==> src/rtl/sup_ctl_pkg.sv <==
package sup_ctl_pkg;
  localparam int BYTE_W = 8;
  localparam int FLAG_W = 2;
  localparam int CTRL_W = BYTE_W - FLAG_W;

  // index of each function inside the stored six-bit field
  localparam int C_EN   = 0;
  localparam int C_VHI  = 1;
  localparam int C_COMP = 2;
  localparam int C_TONE = 3;
  localparam int C_CUR  = 4;
  localparam int C_LIM  = 5;

  typedef enum logic [2:0] {
    ST_IDLE,
    ST_ADDR,
    ST_ADDR_ACK,
    ST_WR,
    ST_WR_ACK,
    ST_RD,
    ST_RD_ACK
  } bus_st_e;
endpackage

==> src/rtl/sup_ctl_sync.sv <==
module sup_ctl_sync #(
  parameter int STAGES = 2
) (
  input  logic clk_i,
  input  logic rst_ni,
  input  logic d_i,
  output logic q_o,
  output logic rise_o,
  output logic fall_o
);
  // STAGES for metastability, one more to detect edges
  logic [STAGES:0] pipe_q;

  always_ff @(posedge clk_i or negedge rst_ni) begin
    if (!rst_ni) pipe_q <= '1;
    else         pipe_q <= {pipe_q[STAGES-1:0], d_i};
  end

  assign q_o    = pipe_q[STAGES-1];
  assign rise_o = pipe_q[STAGES-1] & ~pipe_q[STAGES];
  assign fall_o = ~pipe_q[STAGES-1] & pipe_q[STAGES];
endmodule

==> src/rtl/sup_ctl_fsm.sv <==
module sup_ctl_fsm
  import sup_ctl_pkg::*;
(
  input  logic              clk_i,
  input  logic              rst_ni,
  input  logic              scl_rise_i,
  input  logic              scl_fall_i,
  input  logic              sda_i,
  input  logic              start_i,
  input  logic              stop_i,
  input  logic [BYTE_W-2:0] dev_addr_i,
  input  logic [BYTE_W-1:0] tx_i,
  output logic              sda_oe_o,
  output logic              we_o,
  output logic [CTRL_W-1:0] wdata_o
);
  bus_st_e           st_q;
  logic [3:0]        cnt_q;
  logic [BYTE_W-1:0] sh_q;
  logic              oe_q, rw_q, ack_q, we_q;

  always_ff @(posedge clk_i or negedge rst_ni) begin
    if (!rst_ni) begin
      st_q  <= ST_IDLE;
      cnt_q <= '0;
      sh_q  <= '0;
      oe_q  <= 1'b0;
      rw_q  <= 1'b0;
      ack_q <= 1'b0;
      we_q  <= 1'b0;
    end else begin
      we_q <= 1'b0;
      if (start_i) begin
        st_q  <= ST_ADDR;
        cnt_q <= '0;
        oe_q  <= 1'b0;
      end else if (stop_i) begin
        st_q <= ST_IDLE;
        oe_q <= 1'b0;
      end else begin
        unique case (st_q)
          ST_IDLE: ;
          ST_ADDR: begin
            if (scl_rise_i && cnt_q < 4'd8) begin
              sh_q  <= {sh_q[BYTE_W-2:0], sda_i};
              cnt_q <= cnt_q + 4'd1;
            end else if (scl_fall_i && cnt_q == 4'd8) begin
              if (sh_q[BYTE_W-1:1] == dev_addr_i) begin
                oe_q <= 1'b1;
                rw_q <= sh_q[0];
                st_q <= ST_ADDR_ACK;
              end else begin
                st_q <= ST_IDLE;
              end
            end
          end
          ST_ADDR_ACK: begin
            if (scl_fall_i) begin
              cnt_q <= '0;
              if (rw_q) begin
                sh_q <= tx_i;  // flags captured here
                oe_q <= ~tx_i[BYTE_W-1];
                st_q <= ST_RD;
              end else begin
                oe_q <= 1'b0;
                st_q <= ST_WR;
              end
            end
          end
          ST_WR: begin
            if (scl_rise_i && cnt_q < 4'd8) begin
              sh_q  <= {sh_q[BYTE_W-2:0], sda_i};
              cnt_q <= cnt_q + 4'd1;
            end else if (scl_fall_i && cnt_q == 4'd8) begin
              we_q <= 1'b1;
              oe_q <= 1'b1;
              st_q <= ST_WR_ACK;
            end
          end
          ST_WR_ACK: begin
            if (scl_fall_i) begin
              oe_q <= 1'b0;
              st_q <= ST_IDLE;  // only one data byte per transfer
            end
          end
          ST_RD: begin
            if (scl_fall_i) begin
              if (cnt_q == 4'd7) begin
                oe_q <= 1'b0;
                st_q <= ST_RD_ACK;
              end else begin
                cnt_q <= cnt_q + 4'd1;
                sh_q  <= {sh_q[BYTE_W-2:0], 1'b0};
                oe_q  <= ~sh_q[BYTE_W-2];
              end
            end
          end
          ST_RD_ACK: begin
            if (scl_rise_i) begin
              ack_q <= ~sda_i;
            end else if (scl_fall_i) begin
              if (ack_q) begin
                sh_q  <= tx_i;
                oe_q  <= ~tx_i[BYTE_W-1];
                cnt_q <= '0;
                st_q  <= ST_RD;
              end else begin
                st_q <= ST_IDLE;
              end
            end
          end
          default: st_q <= ST_IDLE;
        endcase
      end
    end
  end

  assign sda_oe_o = oe_q;
  assign we_o     = we_q;
  assign wdata_o  = sh_q[BYTE_W-1:FLAG_W];
endmodule

==> src/rtl/sup_ctl_regs.sv <==
module sup_ctl_regs
  import sup_ctl_pkg::*;
(
  input  logic              clk_i,
  input  logic              rst_ni,
  input  logic              uvlo_i,
  input  logic              we_i,
  input  logic [CTRL_W-1:0] wdata_i,
  output logic [CTRL_W-1:0] ctrl_o,
  output logic [1:0]        level_o,
  output logic              loop_closed_o
);
  logic [CTRL_W-1:0] ctrl_q;

  always_ff @(posedge clk_i or negedge rst_ni) begin
    if (!rst_ni)     ctrl_q <= '0;
    else if (uvlo_i) ctrl_q <= '0;
    else if (we_i)   ctrl_q <= wdata_i;
  end

  assign ctrl_o        = ctrl_q;
  assign level_o       = ctrl_q[C_EN] ? {ctrl_q[C_COMP], ctrl_q[C_VHI]} : 2'b00;
  assign loop_closed_o = ~ctrl_q[C_EN];
endmodule

==> src/rtl/sup_ctl_i2c.sv <==
module sup_ctl_i2c
  import sup_ctl_pkg::*;
#(
  parameter int                           SYNC_STAGES = 2,
  parameter int                           SEL_W       = 2,
  parameter logic [BYTE_W-2-SEL_W:0]      ADDR_HI     = 5'b00010
) (
  input  logic             clk_i,
  input  logic             rst_ni,
  input  logic             uvlo_i,
  input  logic             scl_i,
  input  logic             sda_i,
  output logic             sda_oe_o,
  input  logic [SEL_W-1:0] addr_sel_i,
  input  logic             ot_flag_i,
  input  logic             ol_flag_i,
  output logic             lim_static_o,
  output logic             cur_low_o,
  output logic             tone_on_o,
  output logic             comp_o,
  output logic             vhigh_o,
  output logic             pwr_en_o,
  output logic [1:0]       level_code_o,
  output logic             loop_closed_o
);
  localparam int LINES = 2;  // 0: clock line, 1: data line

  logic [LINES-1:0] line_raw, line_s, line_rise, line_fall;
  logic             scl_s, start, stop;
  logic             reg_we;
  logic [CTRL_W-1:0] wdata, ctrl_q;
  logic [BYTE_W-1:0] tx_byte;

  assign line_raw = {sda_i, scl_i};

  for (genvar g = 0; g < LINES; g++) begin : g_sync
    sup_ctl_sync #(.STAGES(SYNC_STAGES)) u_sync (
      .clk_i  (clk_i),
      .rst_ni (rst_ni),
      .d_i    (line_raw[g]),
      .q_o    (line_s[g]),
      .rise_o (line_rise[g]),
      .fall_o (line_fall[g])
    );
  end

  assign scl_s = line_s[0];
  assign start = line_fall[1] & scl_s;
  assign stop  = line_rise[1] & scl_s;

  assign tx_byte = {ctrl_q, ot_flag_i, ol_flag_i};

  sup_ctl_fsm u_fsm (
    .clk_i      (clk_i),
    .rst_ni     (rst_ni),
    .scl_rise_i (line_rise[0]),
    .scl_fall_i (line_fall[0]),
    .sda_i      (line_s[1]),
    .start_i    (start),
    .stop_i     (stop),
    .dev_addr_i ({ADDR_HI, addr_sel_i}),
    .tx_i       (tx_byte),
    .sda_oe_o   (sda_oe_o),
    .we_o       (reg_we),
    .wdata_o    (wdata)
  );

  sup_ctl_regs u_regs (
    .clk_i         (clk_i),
    .rst_ni        (rst_ni),
    .uvlo_i        (uvlo_i),
    .we_i          (reg_we),
    .wdata_i       (wdata),
    .ctrl_o        (ctrl_q),
    .level_o       (level_code_o),
    .loop_closed_o (loop_closed_o)
  );

  assign lim_static_o = ctrl_q[C_LIM];
  assign cur_low_o    = ctrl_q[C_CUR];
  assign tone_on_o    = ctrl_q[C_TONE];
  assign comp_o       = ctrl_q[C_COMP];
  assign vhigh_o      = ctrl_q[C_VHI];
  assign pwr_en_o     = ctrl_q[C_EN];
endmodule

==> config.mk <==
export PLATFORM = sky130hd
export DESIGN_NAME = sup_ctl_i2c
export DESIGN_NICKNAME = d
export VERILOG_FILES = /design/src/rtl/sup_ctl_pkg.sv /design/src/rtl/sup_ctl_sync.sv /design/src/rtl/sup_ctl_fsm.sv /design/src/rtl/sup_ctl_regs.sv /design/src/rtl/sup_ctl_i2c.sv
export SDC_FILE = /design/constraint.sdc
export NUM_CORES = 1
export LEC_CHECK = 0
export BUFFER_PORTS_ARGS = -buffer_cell sky130_fd_sc_hd__buf_4
export CAP_MARGIN = 0
export CORE_MARGIN = 2
export CORE_UTILIZATION = 60
export CTS_BUF_LIST = sky130_fd_sc_hd__clkbuf_4 sky130_fd_sc_hd__clkbuf_8
export DETAILED_ROUTE_END_ITERATION = 7
export GPL_TIMING_DRIVEN = 0
export MAX_ROUTING_LAYER = met4
export PLACE_DENSITY = 0.8
export SLEW_MARGIN = 40
export SYNTH_ARGS = -nofsm -noshare
export SYNTH_HDL_FRONTEND = slang
export SYNTH_SLANG_ARGS = --single-unit
export TNS_END_PERCENT = 10
==> constraint.sdc <==
create_clock -name clk_i -period 5.4 [get_ports clk_i]
set_input_delay 0 -clock clk_i [delete_from_list [all_inputs] [get_ports clk_i]]
set_output_delay 0 -clock clk_i [all_outputs]
set_load 0.01 [all_outputs]
==> impl_metrics.env, run 1 <==
export IMPL_die_w_um=59.2
export IMPL_yosys_mux_area_fraction_pct=16.4
export IMPL_holdWs_ns=0.0534
export IMPL_syn_nets=180
export IMPL_fmax_mhz=460
export IMPL_crit_slowest_cell="nor3b_1"
export IMPL_yosysSeqAreaShare_pct=42.9
export IMPL_worstPathArrival_ns=2.41
export IMPL_die_area_um2=3500
export IMPL_io_pins=19
export IMPL_gr_total_overflow=0
export IMPL_synth_top_family_by_area="simple AND/OR/NAND/NOR gates"
export IMPL_clk_latency_ns=0.34
export IMPL_avgRoutedWirePerCell_um=16.8
export IMPL_nets=210
export IMPL_clock_path_buffers=2
export IMPL_synth_compound_area_share_pct=15.4
export IMPL_setup_slack_ns=3.22
export IMPL_track_usage_pct=26.7
export IMPL_synth_adder_area_share_pct=1.37
export IMPL_synth_cell_type_count=49
export IMPL_fin_skew_ns=0.00682
export IMPL_critPathBufInv=0
export IMPL_post_place_ws_ns=3.25
export IMPL_n_antenna_cell=0
export IMPL_cts_made_buffers=5
export IMPL_cts_resized_gates=0
export IMPL_endpoint_kind="flop"
export IMPL_num_fill_cells=228
export IMPL_area_growth_pct=15.6
export IMPL_final_min_clock_period_ns=2.18
export IMPL_setup_viol=0
export IMPL_wl_um=3910
export IMPL_ys_flop_type="dfrtp_1"
export IMPL_crit_fanout=8
export IMPL_core_area_um2=2980
export IMPL_initial_core_util_pct=61.3
export IMPL_dr_pass1_iters=4
export IMPL_place_detailed_hpwl_um=2710
export IMPL_synth_ff_latch_count=31
export IMPL_postLayoutCoreUtil_pct=70.8
export IMPL_finalHoldViolations=0
export IMPL_required_ns=5.63
export IMPL_clk_pin_slew_ns=0.11
export IMPL_synth_simple_area_share_pct=18.0
export IMPL_rsz0062_at_grt="no"
export IMPL_grt_pass1_wl_um=6610
export IMPL_drive_gt1_share_pct=31.0
export IMPL_synth_edf_count=0
export IMPL_p_leak_nw=0.930
export IMPL_drt_antenna_violating_nets=0
export IMPL_die_y_um=59.2
export IMPL_cpLargestDelayFamily="simple AND/OR/NAND/NOR gates"
export IMPL_drc_errors=0
export IMPL_drv_slew=0
export IMPL_status="finished clean"
export IMPL_critPathMaxStageDelay_ns=0.52
export IMPL_layout_common_cells="25 x dfrtp_1, 18 x buf_4, 11 x nor2_1, 10 x mux2i_1, 9 x o21ai_0"
export IMPL_grt_pass1_vias=1426
export IMPL_path_cells="ha_1, and3b_1, nor3b_1, nor3_4, nand3_4, mux2_4"
export IMPL_postCtsHoldBufs=5
export IMPL_root_buffer="clkbuf_4"
export IMPL_total_power_uw=472
export IMPL_cts_sinks=31
export IMPL_fin_setup_tns_ns=0
export IMPL_synth_area_leaders="dfrtp_1 34%, dfstp_2 8.6%, mux2_4 6.6%"
export IMPL_num_rows=20
export IMPL_critPathKind="flop to flop"
export IMPL_mostFrequentLayoutCell="dfrtp_1"
export IMPL_syn_inst=169
export IMPL_netlist_area_um2=1830
export IMPL_synth_xor_area_share_pct=1.44
export IMPL_syn_avg_cell_area_um2=10.8
export IMPL_vias=1408
export IMPL_start_kind="flop"
export IMPL_hp_class="input pin to flop"
export IMPL_async_flop_share_pct=100
export IMPL_vdd_ir_drop_max_mv=0.181
export IMPL_power_density_nw_per_um2=224
export IMPL_drt_iter0_markers=115
export IMPL_fin_crit_sh_pct=40.3
export IMPL_maxCapViolCount=0
export IMPL_relSlewSlack_pct=61.2
export IMPL_yosysWarnings=0
export IMPL_grt_max_degree=32
export IMPL_antenna_found_initial=0
export IMPL_synth_top_area_share_pct=34.3
export IMPL_cts_tree="yes"
export IMPL_routabilityCongestion=0.903
export IMPL_htreeDepth=2
export IMPL_postCtsSetupBuffers=0
export IMPL_max_slew_worst_pin_slew_ns=0.581
export IMPL_synth_largest_area_cell="dfrtp_1"
export IMPL_viasPerCell=6.04
export IMPL_numPortBuffers=18
[registers in the layout, indices dropped and copies added, names as in the netlist]
| name | flops |
|---|---|
| u_fsm.rw_q | 1 |
| u_fsm.ack_q | 1 |
| u_fsm.sda_oe_o | 1 |
| g_sync.u_sync.pipe_q | 6 |
| u_regs.ctrl_o | 6 |
| u_fsm.we_o | 1 |
| u_fsm.st_q | 3 |
| u_fsm.sh_q | 8 |
| u_fsm.cnt_q | 4 |
[worst reg2reg max path: stages, from the launching register on]
cell and delay [ns]:
dfrtp_1 0.42, ha_1 0.22, and3b_1 0.25, nor3b_1 0.52
nor3_4 0.14, nand3_4 0.19, mux2_4 0.32
[routing by layer]
layer  share of wire (%)  GRT usage, %
met5                   0             -
met4                 1.4          9.74
met3                 4.0          6.77
met2                  50          41.0
met1                  45          34.2
[where the power goes]
| part | internal [mW] | switching (mW) |
|---|---|---|
| Sequential | 0.248 | 0.0140 |
| Clock | 0.0496 | 0.0898 |
| Combinational | 0.0369 | 0.0337 |
[area by class of cell]
cell class,instances,area [um2],area share [%]
Timing Repair Buffer,23,185,8.78
Inverter,9,36.3,1.72
Buffer,9,46.3,2.19
Clock buffer,5,37.5,1.78
Multi-Input combinational cell,120,960,45.5
Sequential cell,31,783,37.1
Tap cell,33,41.3,1.96
Clock inverter,3,20.0,0.949
[worst paths after layout]
check / endpoint / start / depth (start not counted) / slack, ns
worst max-delay path: u_fsm.sh_q[4] / u_fsm.cnt_q[1] / 6 / 3.22
worst min register to register: g_sync[1].u_sync.pipe_q[1] / g_sync[1].u_sync.pipe_q[0] / 0 / 0.36
min in group asynchronous: u_fsm.sh_q[0] / rst_ni / 2 / 0.13
max in group asynchronous: g_sync[0].u_sync.pipe_q[0] / rst_ni / 2 / 4.94
worst min-delay path: u_fsm.sh_q[0] / ol_flag_i / 4 / 0.05
worst max register to register: u_fsm.sh_q[4] / u_fsm.cnt_q[1] / 6 / 3.22
[cell usage after synthesis (3+ instances only)]
library cell	instances
o211ai_1	3
dfrtp_1	25
mux2_2	7
o21ai_0	9
nand2_1	8
mux2_4	8
nand2b_1	5
dfstp_2	6
nor2b_1	4
and2_1	3
mux2i_1	10
nand3_1	5
nor2_1	11
nor3b_1	3
buf_2	3
inv_1	8
clkbuf_1	4
a21oi_1	6
[kinds of logic (layout without fill, tap and decap cells)]
kind of cell	Yosys count	count (layout)
flip-flops	31	31
multiplexers	25	25
adder cells (fa/ha/maj)	2	2
XOR/XNOR	3	3
AO/OA/AOI/OAI	37	37
AND/OR/NAND/NOR	53	53
buffers and inverters	18	49
[through the flow]
step,cells,area [um2]
finish,233,2110
global route,233,2110
CTS,233,2110
detailed placement,220,2000
global placement,220,2000
floorplan,169,1830
No activity file was read; power rests on OpenSTA's default activity.
==> run 2: changes to the inputs <==
--- a/config.mk
+++ b/config.mk
@@ -8,12 +8,12 @@
 export BUFFER_PORTS_ARGS = -buffer_cell sky130_fd_sc_hd__buf_4
 export CAP_MARGIN = 0
 export CORE_MARGIN = 2
-export CORE_UTILIZATION = 60
+export CORE_UTILIZATION = 55
 export CTS_BUF_LIST = sky130_fd_sc_hd__clkbuf_4 sky130_fd_sc_hd__clkbuf_8
 export DETAILED_ROUTE_END_ITERATION = 7
 export GPL_TIMING_DRIVEN = 0
 export MAX_ROUTING_LAYER = met4
-export PLACE_DENSITY = 0.8
+export PLACE_DENSITY = 0.77
 export SLEW_MARGIN = 40
 export SYNTH_ARGS = -nofsm -noshare
 export SYNTH_HDL_FRONTEND = slang
==> constraint.sdc (replaced) <==
create_clock -name clk_i -period 1.8 [get_ports clk_i]
set_input_delay 0 -clock clk_i [delete_from_list [all_inputs] [get_ports clk_i]]
set_output_delay 0 -clock clk_i [all_outputs]
set_load 0.01 [all_outputs]
==> run 2 against run 1 <==
  * The flow now finishes with violations (setup timing)
  * Design area grew 11%
  * Critical endpoint is now u_fsm.sh_q[3]
  * Clock power grew to 2.9 times the previous value
  * Flip-flop and latch count did not move
  * First-iteration DRC count is 1.7% higher
  * Global-route usage is 0.97 points lower
  * Clock-buffer cell count did not move
  * Worst setup slack got worse by 3.3 ns
  * Non-clock buffer count is 15 higher
==> impl_metrics.env, run 2 (synthesis results as in run 1) <==
export IMPL_area_growth_pct=27.8
export IMPL_drc_errors=0
export IMPL_root_buffer="clkbuf_4"
export IMPL_clk_pin_slew_ns=0.11
export IMPL_power_density_nw_per_um2=622
export IMPL_critPathKind="flop to flop"
export IMPL_routabilityCongestion=0.923
export IMPL_maxCapViolCount=0
export IMPL_numPortBuffers=18
export IMPL_path_cells="ha_2, and3b_2, nor3b_4, nor3_4, nand3_4, mux2_4"
export IMPL_fmax_mhz=528
export IMPL_final_min_clock_period_ns=1.89
export IMPL_p_sw_uw=414
export IMPL_crit_fanout=8
export IMPL_timing_rr_end="u_fsm.sh_q[3]"
export IMPL_reg2reg_slack_ns=-0.09
export IMPL_num_fill_cells=233
export IMPL_drt_iter0_markers=117
export IMPL_viasPerCell=5.66
export IMPL_start_kind="flop"
export IMPL_crit_slowest_cell="dfrtp_1"
export IMPL_mostFrequentLayoutCell="buf_4"
export IMPL_cpLargestDelayFamily="simple AND/OR/NAND/NOR gates"
export IMPL_relSlewSlack_pct=69.6
export IMPL_worstPathArrival_ns=2.11
export IMPL_gr_total_overflow=0
export IMPL_initial_core_util_pct=58.8
export IMPL_wl_um=4260
export IMPL_layout_common_cells="35 x buf_4, 25 x dfrtp_1, 11 x nor2_1, 9 x mux2i_1"
export IMPL_max_slew_worst_pin_slew_ns=0.456
export IMPL_drive_gt1_share_pct=43.3
export IMPL_fin_skew_ns=0.00773
export IMPL_cts_made_buffers=5
export IMPL_cts_tree="yes"
export IMPL_die_area_um2=3800
export IMPL_p_leak_nw=1.04
export IMPL_endpoint_kind="flop"
export IMPL_drv_slew=0
export IMPL_dr_pass1_iters=4
export IMPL_track_usage_pct=25.7
export IMPL_largest_register="u_fsm.sh_q"
export IMPL_final_cells=259
export IMPL_min_to="u_fsm.sh_q[1]"
export IMPL_post_place_ws_ns=-0.385
export IMPL_status="finished, violations left"
export IMPL_avgRoutedWirePerCell_um=16.5
export IMPL_final_area_um2=2330
export IMPL_clock_path_buffers=2
export IMPL_place_area_um2=2040
export IMPL_power_frac_comb_pct=18.1
export IMPL_critPathMaxStageDelay_ns=0.42
export IMPL_grt_pass1_wl_um=6790
export IMPL_die_w_um=61.6
export IMPL_rsz0062_at_grt="yes"
export IMPL_num_rows=20
export IMPL_rr_worst_depth=6
export IMPL_p_clk_share_pct=27.7
export IMPL_htreeDepth=2
export IMPL_largest_register_ffs=8
export IMPL_hp_start="ot_flag_i"
export IMPL_violations="setup timing"
export IMPL_grt_pass1_vias=1475
export IMPL_swShare_pct=28.6
export IMPL_pwr_share_seq_pct=54.1
export IMPL_required_ns=2.02
export IMPL_grt_max_degree=32
export IMPL_nets=225
export IMPL_reg2reg_from="u_fsm.cnt_q[1]"
export IMPL_die_y_um=61.6
export IMPL_drt_antenna_violating_nets=0
export IMPL_hold_depth=3
export IMPL_crit_start="u_fsm.cnt_q[1]"
export IMPL_n_antenna_cell=0
export IMPL_core_area_um2=3100
export IMPL_cts_sinks=31
export IMPL_critPathBufInv=0
export IMPL_p_int_mw=1.04
export IMPL_vias=1465
export IMPL_setup_slack_ns=-0.0927
export IMPL_setup_viol=15
export IMPL_antenna_found_initial=0
export IMPL_finalHoldViolations=0
export IMPL_placed_cells=231
export IMPL_place_detailed_hpwl_um=2740
export IMPL_fin_crit_sh_pct=105
export IMPL_vdd_ir_drop_max_mv=0.598
export IMPL_clk_latency_ns=0.33
export IMPL_io_pins=19
export IMPL_hp_class="input pin to flop"
-- run 2: worst max-delay path by stage --
| stage | endpoint | slack, ns | cells after the start |
|---|---|---|---|
| 4_1_cts | u_fsm.cnt_q[0] | -0.11 | 6 |
| 6_report | u_fsm.sh_q[3] | -0.09 | 6 |
| 2_1_floorplan | u_fsm.sh_q[0] | -0.07 | 6 |
| 3_3_place_gp | u_fsm.sh_q[3] | -0.29 | 6 |
| 3_5_place_dp | u_fsm.sh_q[3] | -0.38 | 6 |
| 5_1_grt | u_fsm.cnt_q[0] | -0.14 | 5 |
-- run 2: worst reg2reg max path: cells and delay by family (launching register included) --
kind	cells	cell delay [ns]
and+or+nand+nor	4	0.81
DFF	1	0.42
muxes	1	0.35
adders and majority gates	1	0.20
-- run 2: metal layers --
metal	GRT usage [%]	wire length (um)
met4	9.42	78
met3	5.46	175
met1	31.5	1820
met2	41.7	2180
met5	-	0
-- run 2: power groups by stage --
stage	logic [mW]	clock network [mW]	registers [mW]
after floorplan	0.154	0	0.785
after global placement	0.202	0	0.794
after detailed placement	0.208	0	0.800
after CTS	0.255	0.414	0.784
after global routing	0.285	0.448	0.791
final	0.263	0.402	0.786
-- run 2: cell type report --
type,count,area [um2],share of cell area [%]
timing repair buffer,38,295,12.7
clock buffer,5,37.5,1.61
buffer,9,65.1,2.79
clock inverter,3,20.0,0.858
tap,44,55.1,2.36
inverter,9,36.3,1.56
multi-input combinational,120,1040,44.6
sequential,31,783,33.6
-- run 2: per-stage QoR --
step	total power [mW]	hold WS [ns]	utilization [%]	TNS, ns
2_1_floorplan	0.939	-0.296	-	-0.769
3_5_place_dp	1.01	-0.0518	65.6	-4.05
6_report	1.45	0.0342	75.2	-1.07
5_1_grt	1.52	0.0301	75.2	-1.89
3_3_place_gp	0.997	-0.0537	65.6	-3.02
4_1_cts	1.45	0.0226	73.8	-0.993
-- run 2: timing repair --
action | 4_1_cts | 5_1_grt
setup endpoints to repair | 14 | 16
setup buffers | 13 | 3
hold buffers | 4 | 0
pin swaps | 6 | 3
endpoints found under the hold margin | 39 | 0
gates resized for setup | 15 | 7
